`src/rtl/xce_pkg.sv`:
```
package xce_pkg;
  // command block word offsets
  localparam int OFS_CTL  = 0;
  localparam int OFS_LINK = 1;
  localparam int OFS_TGT  = 2;
  localparam int OFS_STAT = 3;
  localparam int OFS_SRC  = 4;

  // control word fields
  localparam int CNT_LSB  = 0;
  localparam int CNT_W    = 5;
  localparam int INV_BIT  = 8;
  localparam int LAST_BIT = 9;
  localparam int LEN_LSB  = 16;

  // status codes
  localparam int STAT_OK  = 1;
  localparam int STAT_BAD = 2;

  typedef enum logic [3:0] {
    ST_IDLE,
    ST_CTL,
    ST_LINK,
    ST_TGT,
    ST_SADDR,
    ST_DATA,
    ST_WRITE,
    ST_STAT
  } xce_state_e;
endpackage

```
`src/rtl/xce_srctab.sv`:
```
module xce_srctab #(
  parameter int AW    = 16,
  parameter int DEPTH = 16,
  localparam int IW   = $clog2(DEPTH)
) (
  input  logic          clk,
  input  logic          we,
  input  logic [IW-1:0] waddr,
  input  logic [AW-1:0] wdata,
  input  logic [IW-1:0] raddr,
  output logic [AW-1:0] rdata
);
  logic [AW-1:0] tab [DEPTH];

  always_ff @(posedge clk) begin
    if (we) tab[waddr] <= wdata;
  end

  assign rdata = tab[raddr];
endmodule

```
`src/rtl/xce_accum.sv`:
```
module xce_accum #(
  parameter int DW = 32
) (
  input  logic          clk,
  input  logic          rst,
  input  logic          load,
  input  logic          first,
  input  logic          invert,
  input  logic [DW-1:0] operand,
  output logic [DW-1:0] result
);
  logic [DW-1:0] acc;

  always_ff @(posedge clk) begin
    if (rst)       acc <= '0;
    else if (load) acc <= first ? operand : (acc ^ operand);
  end

  assign result = invert ? ~acc : acc;
endmodule

```
`src/rtl/xor_chain_engine.sv`:
```
module xor_chain_engine
  import xce_pkg::*;
#(
  parameter int AW     = 16,
  parameter int DW     = 32,
  parameter int LENW   = 16,
  parameter int MAXSRC = 16
) (
  input  logic          clk,
  input  logic          rst,
  input  logic          go,
  input  logic [AW-1:0] start_addr,
  output logic          busy,
  output logic          done,
  output logic          err,
  output logic          mem_req,
  output logic          mem_we,
  output logic [AW-1:0] mem_addr,
  output logic [DW-1:0] mem_wdata,
  input  logic          mem_ack,
  input  logic [DW-1:0] mem_rdata
);
  localparam int TIW = $clog2(MAXSRC);

  xce_state_e       state;
  logic [AW-1:0]    blk_addr, next_addr, tgt_addr;
  logic [CNT_W-1:0] nsrc, src_idx;
  logic [LENW-1:0]  len, beat;
  logic             inv, last_blk, stat_bad;

  logic [CNT_W-1:0] f_cnt;
  logic             f_bad, acked, src_last, beat_last;
  logic [AW-1:0]    tab_rdata;
  logic [DW-1:0]    acc_result;
  logic             tab_we, acc_load;

  assign f_cnt     = mem_rdata[CNT_LSB +: CNT_W];
  assign f_bad     = (f_cnt == '0) || (f_cnt > CNT_W'(MAXSRC));
  assign acked     = mem_req && mem_ack;
  assign src_last  = (src_idx == nsrc - CNT_W'(1));
  assign beat_last = (beat == len - LENW'(1));
  assign tab_we    = (state == ST_SADDR) && acked;
  assign acc_load  = (state == ST_DATA) && acked;

  xce_srctab #(.AW(AW), .DEPTH(MAXSRC)) u_tab (
    .clk  (clk),
    .we   (tab_we),
    .waddr(src_idx[TIW-1:0]),
    .wdata(mem_rdata[AW-1:0]),
    .raddr(src_idx[TIW-1:0]),
    .rdata(tab_rdata)
  );

  xce_accum #(.DW(DW)) u_acc (
    .clk    (clk),
    .rst    (rst),
    .load   (acc_load),
    .first  (src_idx == '0),
    .invert (inv),
    .operand(mem_rdata),
    .result (acc_result)
  );

  always_ff @(posedge clk) begin
    if (rst) begin
      state     <= ST_IDLE;
      busy      <= 1'b0;
      done      <= 1'b0;
      err       <= 1'b0;
      mem_req   <= 1'b0;
      mem_we    <= 1'b0;
      mem_addr  <= '0;
      mem_wdata <= '0;
      blk_addr  <= '0;
      next_addr <= '0;
      tgt_addr  <= '0;
      nsrc      <= '0;
      src_idx   <= '0;
      len       <= '0;
      beat      <= '0;
      inv       <= 1'b0;
      last_blk  <= 1'b0;
      stat_bad  <= 1'b0;
    end else begin
      case (state)
        ST_IDLE: begin
          if (go) begin
            busy     <= 1'b1;
            done     <= 1'b0;
            err      <= 1'b0;
            blk_addr <= start_addr;
            state    <= ST_CTL;
          end
        end

        ST_CTL: begin
          if (!mem_req) begin
            mem_req  <= 1'b1;
            mem_we   <= 1'b0;
            mem_addr <= blk_addr + AW'(OFS_CTL);
          end else if (mem_ack) begin
            mem_req  <= 1'b0;
            nsrc     <= f_cnt;
            inv      <= mem_rdata[INV_BIT];
            last_blk <= mem_rdata[LAST_BIT];
            len      <= mem_rdata[LEN_LSB +: LENW];
            stat_bad <= f_bad;
            state    <= f_bad ? ST_STAT : ST_LINK;
          end
        end

        ST_LINK: begin
          if (!mem_req) begin
            mem_req  <= 1'b1;
            mem_we   <= 1'b0;
            mem_addr <= blk_addr + AW'(OFS_LINK);
          end else if (mem_ack) begin
            mem_req   <= 1'b0;
            next_addr <= mem_rdata[AW-1:0];
            state     <= ST_TGT;
          end
        end

        ST_TGT: begin
          if (!mem_req) begin
            mem_req  <= 1'b1;
            mem_we   <= 1'b0;
            mem_addr <= blk_addr + AW'(OFS_TGT);
          end else if (mem_ack) begin
            mem_req  <= 1'b0;
            tgt_addr <= mem_rdata[AW-1:0];
            src_idx  <= '0;
            state    <= ST_SADDR;
          end
        end

        ST_SADDR: begin
          if (!mem_req) begin
            mem_req  <= 1'b1;
            mem_we   <= 1'b0;
            mem_addr <= blk_addr + AW'(OFS_SRC) + AW'(src_idx);
          end else if (mem_ack) begin
            mem_req <= 1'b0;
            if (src_last) begin
              src_idx <= '0;
              beat    <= '0;
              state   <= (len == '0) ? ST_STAT : ST_DATA;
            end else begin
              src_idx <= src_idx + CNT_W'(1);
            end
          end
        end

        ST_DATA: begin
          if (!mem_req) begin
            mem_req  <= 1'b1;
            mem_we   <= 1'b0;
            mem_addr <= tab_rdata + AW'(beat);
          end else if (mem_ack) begin
            mem_req <= 1'b0;
            if (src_last) begin
              src_idx <= '0;
              state   <= ST_WRITE;
            end else begin
              src_idx <= src_idx + CNT_W'(1);
            end
          end
        end

        ST_WRITE: begin
          if (!mem_req) begin
            mem_req   <= 1'b1;
            mem_we    <= 1'b1;
            mem_addr  <= tgt_addr + AW'(beat);
            mem_wdata <= acc_result;
          end else if (mem_ack) begin
            mem_req <= 1'b0;
            mem_we  <= 1'b0;
            if (beat_last) begin
              state <= ST_STAT;
            end else begin
              beat  <= beat + LENW'(1);
              state <= ST_DATA;
            end
          end
        end

        ST_STAT: begin
          if (!mem_req) begin
            mem_req   <= 1'b1;
            mem_we    <= 1'b1;
            mem_addr  <= blk_addr + AW'(OFS_STAT);
            mem_wdata <= stat_bad ? DW'(STAT_BAD) : DW'(STAT_OK);
          end else if (mem_ack) begin
            mem_req <= 1'b0;
            mem_we  <= 1'b0;
            if (stat_bad || last_blk || (next_addr == '0)) begin
              busy  <= 1'b0;
              done  <= 1'b1;
              err   <= stat_bad;
              state <= ST_IDLE;
            end else begin
              blk_addr <= next_addr;
              state    <= ST_CTL;
            end
          end
        end

        default: state <= ST_IDLE;
      endcase
    end
  end
endmodule

```
`config.mk`:
```
export PLATFORM = sky130hd
export DESIGN_NAME = xor_chain_engine
export DESIGN_NICKNAME = d
export VERILOG_FILES = /design/src/rtl/xce_pkg.sv /design/src/rtl/xce_srctab.sv /design/src/rtl/xce_accum.sv /design/src/rtl/xor_chain_engine.sv
export SDC_FILE = /design/constraint.sdc
export NUM_CORES = 1
export LEC_CHECK = 0
export ABC_AREA = 1
export CAP_MARGIN = 20
export CORE_MARGIN = 2
export CORE_UTILIZATION = 31
export CTS_CLUSTER_DIAMETER = 200
export DETAILED_ROUTE_END_ITERATION = 8
export HOLD_SLACK_MARGIN = 0.1
export PLACE_DENSITY_LB_ADDON = 0.12
export SLEW_MARGIN = 20
export SYNTH_ARGS = -nofsm -noshare
export SYNTH_HDL_FRONTEND = slang
export SYNTH_SLANG_ARGS = --single-unit
```
`constraint.sdc`:
```
create_clock -name clk -period 3.4 [get_ports clk]
set_input_delay 0.34 -clock clk [delete_from_list [all_inputs] [get_ports clk]]
set_output_delay 0.34 -clock clk [all_outputs]
set_load 0.05 [all_outputs]
```
**Word level (Yosys, flattened, before mapping)**

Memory sizes are Yosys's and may differ from the RTL's. A register that Yosys moved wholly into a read port is not among the register bits.
Index checks and enable logic that the tools add are counted.
W data, S select, Z words.

- Register bits after elaboration: 182
- Logic and storage cells: 184
- RAM bits: 256
- Memories kept: 1
- Output and inout port bits: 53

Memory list:

| name | words | width | rd ports | clocked after Yosys merged registers in | write ports | RTL line | text |
|---|---|---|---|---|---|---|---|
| u_tab.tab | 16 | 16 | 1 | 1 | 1 | xce_srctab.sv:13 | `logic [AW-1:0] tab [DEPTH];` |

- Reductions and logical operators: 32
- Order comparisons: 1
- Bitwise logic cells: 2
- Equality and inequality tests: 40
- $add $sub $neg: 11
- Muxes and demuxes: 78

Operators with widths:

| kind | count |
|---|---|
| $mux W16 | 17 |
| $mux W32 | 4 |
| $pmux W16 S7 | 1 |
| $mux W4 | 19 |
| $pmux W16 S2 | 2 |
| $pmux W32 S2 | 1 |
| $ne A2 B2 Y1 const B | 28 |
| $add A16 B1 Y16 const B | 2 |
| $add A16 B16 Y16 | 2 |
| $add A16 B2 Y16 const B | 2 |
| $logic_not A16 Y1 | 2 |
| $not A32 Y32 | 1 |
| $pmux W4 S8 | 1 |
| $xor A32 B32 Y32 | 1 |
| $mux W5 | 5 |
| $mux W1 | 19 |
| $reduce_and A17 Y1 | 1 |
| $add A16 B3 Y16 const B | 1 |
| $add A16 B5 Y16 | 1 |
| $eq A16 B16 Y1 | 1 |
| $eq A4 B3 Y1 const B | 4 |
| $sub A16 B1 Y16 const B | 1 |
| $reduce_and A3 Y1 | 5 |
| $reduce_and A5 Y1 | 3 |
| 23 further kinds | 40 |

**Longest topological paths before layout**

- Depth after elaboration: 8
- Mapped depth: 24
- Depth with buffers taken out: 21

**Modules after synthesis**

Synthesis repeated with hierarchy kept, for this count alone.

- Cells, all modules: 2884
- Area total of the unflattened synthesis: 22494.1 um^2

By module, submodules not included:

| module | cells an instance | seq. area each (um^2) | times used | area each (um^2) |
|---|---|---|---|---|
| xce_srctab | 1058 | 7687.4 | 1 | 11060.6 |
| xor_chain_engine | 1554 | 2982.9 | 1 | 9619.2 |
| xce_accum | 272 | 640.6 | 1 | 1814.2 |

**Worst setup path after synthesis**

Ideal clock, no wire load.

- Kind: register -> register
- From: reg with a tool-made name
- To: reg mem_addr[5]
- Path slack: 0.305 ns
- Required time: 3.268 ns
- Buffers on the path: 3
- Arrival: 2.963 ns
- Cell stages (with the launch flop): 23
- Cells stage by stage: dfxtp_1 -> inv_1 -> buf_2 -> clkbuf_1 -> clkbuf_1 -> nor2_1 -> o22ai_1 -> nor2_1 -> nor2_1 -> o21ai_0 -> a31oi_1 -> ha_1 -> nand3_1 -> nand3_1 -> inv_1 -> nor2_1 -> nor2_1 -> inv_1 -> or2_2 -> nand3_1 -> nand4_1 -> o21ai_0 -> a21oi_1

RTL lines:

| what | RTL line | text |
|---|---|---|
| end signal: assignment | xor_chain_engine.sv:100 | `mem_addr <= blk_addr + AW'(OFS_CTL);` |
| end signal: assignment | xor_chain_engine.sv:116 | `mem_addr <= blk_addr + AW'(OFS_LINK);` |
| end signal: assignment | xor_chain_engine.sv:128 | `mem_addr <= blk_addr + AW'(OFS_TGT);` |
| end: declaration | xor_chain_engine.sv:18 | `output logic [AW-1:0] mem_addr,` |

==> results.toml <==
[placed_design]
gp_congestion = 0.878
io_buffer_count = 104
dp_hpwl_um = 47500

[floorplanning]
placementRows = 95
io_pins = 105
dieArea_um2 = 69400
fp.dieW_um = 263
core_area_um2 = 66900
start_util_pct = 31.2
die_h_um = 263

[synth]
ys_ff_latch = 441
synth_area_um2 = 20900
synth_top_area_share_pct = 36.9
ys.warnings.count = 0
yosys.area.top_type = "edfxtp_1"
syn_inst = 2329
synth-seq-area-share_pct = 54.6
synth_nets = 2418
synth_cell_types = 52
yosys-top-cells-count = "nor2_1, nand2_1, edfxtp_1"
async_reset_ff_share_pct = 0
synth-edff-count = 256
dominantRegCellSynth = "edfxtp_1"
synth.avg_cell_area_um2 = 8.95
yosys-top-cells-area = "edfxtp_1, dfxtp_1, nor2_1, nand2_1, o21ai_0"
synth_most_common_cell = "nor2_1"

[final_layout]
regArea_um2 = 11400
fill_cells = 6681
syn_to_final_growth_pct = 24.0
multi_input_comb_area_um2 = 8710
drive_above_1_share_pct = 14.6
nets = 2594

[timing]
final-max-slew-violation-count = 0
worst_hold_slack_ns = 0.357
period_needed_ns = 3.20
totalNegativeSetupSlack_ns = 0
hold_violations = 0
fin_crit_sh_pct = 94.2
skew_ns = 0.0455
tightest_slew_ns = 1.09
setup_viol = 0
fmax_mhz = 312
slew_headroom_pct = 27.1

[grt]
grt_pass1_vias = 16904
grt_max_degree = 67
antenna_found_initial = 2
grt.total_usage_pct = 20.3
grt_pass1_wl_um = 107000
overflow = 0

[clock_tree]
path_clk_slew_ns = 0.06
cts_sinks = 441
cts_buffers = 50
htreeDepth = 2
clk_path_buf_depth = 3
clkLatencyLatePin_ns = 0.62
cts_tree = "yes"
cts_root_buffer = "clkbuf_16"

[routing]
dr.first_iter.drc_count = 1303
wl_per_cell_um = 21.4
drc = 0
final_antenna_net_count = 0
via_per_inst = 5.19
num_vias = 17766
drtPass1Iterations = 5
routed_wirelength_um = 73100

[setup_path]
worstPathMaxFanout = 11
cp.required_ns = 3.82
worst_setup_path_end_kind = "register"
cp_common_cell = "nand2_1"
arrival_ns = 3.63
critical_path.top_delay_family = "simple AND/OR/NAND/NOR gates"
worst-path-buf-inv = 5
crit_type = "register to register"
cpPeakStageDelay_ns = 0.40
worstPathCellList = "buf_4 -> clkbuf_16 -> o21ai_1 -> o221ai_1 -> nand3_1 -> a31oi_1 -> buf_4 -> ha_2 -> fa_2 -> nand2_1 -> nand2_1 -> nand2_1 -> nand2_1 -> inv_2 -> o21ai_2 -> buf_4 -> or2_2 -> nand3_1 -> nand3_1 -> o211ai_1 -> a21oi_1"
slowest_stage = "dfxtp_4"
worstSetupStartpointType = "register"

[hold_path]
hold_path.class = "input pin to register"

[run_status]
status = "complete, no violations"

[pwr]
power_switching_mw = 5.33
leakagePower_nw = 9.38
p_per_area_nw_per_um2 = 613
share_comb_of_total_power_pct = 27.2
switching_share_pct = 33.6
p_seq_share_pct = 39.0
p_int_mw = 10.5
peakVddDrop_v = 0.000395
clock_power_share_pct = 33.8

[flow_run]
maxCapViolCount = 0
[worst reg2reg max path, cell delays in order (launching register included)]
cell	delay (ns)
dfxtp_4	0.40
buf_4	0.17
clkbuf_16	0.18
o21ai_1	0.14
o221ai_1	0.12
nand3_1	0.10
a31oi_1	0.07
buf_4	0.15
ha_2	0.18
fa_2	0.34
nand2_1	0.09
nand2_1	0.05
nand2_1	0.05
nand2_1	0.07
inv_2	0.07
o21ai_2	0.06
buf_4	0.14
or2_2	0.26
nand3_1	0.09
nand3_1	0.11
o211ai_1	0.09
a21oi_1	0.08
[cells in the final DEF, fill, tap and decap left out, drive strengths merged, types with 32 or more instances in the layout]
cell	Yosys	routed
buf	17	150
a21oi	135	135
nor2	371	371
a31oi	37	37
xor2	38	38
inv	121	124
o21ai	249	249
or2	41	41
a22oi	32	32
nand3	127	127
ha	34	34
clkdlybuf4s50	0	103
nand4	78	78
clkbuf	120	88
nand2	348	348
dfxtp	185	185
edfxtp	256	256
o221ai	47	47
[registers in the layout, indices dropped and copies added (netlist names), named ones only]
| name | flops |
|---|---|
| nsrc | 5 |
| mem_wdata | 32 |
| blk_addr | 16 |
| mem_req | 1 |
| u_acc.acc | 32 |
| done | 1 |
| last_blk | 1 |
| mem_we | 1 |
| mem_addr | 16 |
| beat | 16 |
| next_addr | 16 |
| src_idx | 5 |
| u_tab.tab | 256 |
| stat_bad | 1 |
| err | 1 |
| tgt_addr | 16 |
| inv | 1 |
| state | 3 |
| busy | 1 |
| len | 16 |
[layer usage]
metal	wire, um	global-route usage, %	vias up
met5	0	0	-
met4	2010	5.96	0
met3	3390	2.63	107
met2	34000	33.4	477
met1	33700	28.0	8643
li1	-	-	8539
[cells by family after synthesis]
| kind of cell | Yosys count | synth area share, % |
|---|---|---|
| AOI/OAI and AO/OA | 539 | 15.0 |
| xor gates and xnor gates | 52 | 2.18 |
| adders and majority gates | 37 | 2.33 |
| buffers and inverters | 262 | 4.90 |
| DFF | 441 | 54.6 |
| and+or+nand+nor | 998 | 20.9 |
[area by class of cell]
cell class	count	share of cell area, %
sequential	441	44.1
multi-input combinational	1626	33.7
timing repair buffer	261	9.85
clock buffer	80	5.92
tap	873	4.22
inverter	125	1.83
clock inverter	14	0.416
antenna	1	0.00968
[stage by stage]
stage          instances  cell area, um^2  worst slack (ns)  utilization [%]  power [mW]
6_report            3421            25900             0.197             38.6        15.9
2_1_floorplan       2329            20900             0.305                -        8.79
4_1_cts             3408            25300          0.000409             37.8        15.8
3_5_place_dp        3314            23700           -0.0194             35.4        10.4
5_1_grt             3421            25900           -0.0813             38.6        16.7
3_3_place_gp        3314            23700           -0.0278             35.4        10.4
[power by group through the flow]
| stage | Sequential [mW] | Combinational, mW | Clock [mW] |
|---|---|---|---|
| floorplan | 6.52 | 2.27 | 0 |
| global placement | 6.30 | 4.12 | 0 |
| detailed placement | 6.30 | 4.13 | 0 |
| CTS | 6.19 | 4.15 | 5.49 |
| global route | 6.21 | 4.75 | 5.69 |
| finish | 6.18 | 4.31 | 5.36 |
[worst paths after layout]
kind | startpoint | to | slack [ns] | cells after the start
worst max-delay path | register | mem_addr[6]$_SDFFE_PP0P_ | 0.20 | 21
worst min-delay path | start_addr[10] | blk_addr[10]$_SDFFE_PP0P_ | 0.36 | 3
worst min register to register | mem_addr[9]$_SDFFE_PP0P_ | mem_addr[9]$_SDFFE_PP0P_ | 0.46 | 2
worst max register to register | register | mem_addr[6]$_SDFFE_PP0P_ | 0.20 | 21
[timing repair]
item,4_1_cts,5_1_grt
gates resized for setup,5,82
endpoints found under the setup margin,8,12
buffers inserted,0,3
gates cloned,0,9
pin swaps,0,24
endpoints found under the hold margin,0,0
hold buffers,0,0
No activity file was read; power rests on OpenSTA's default activity.
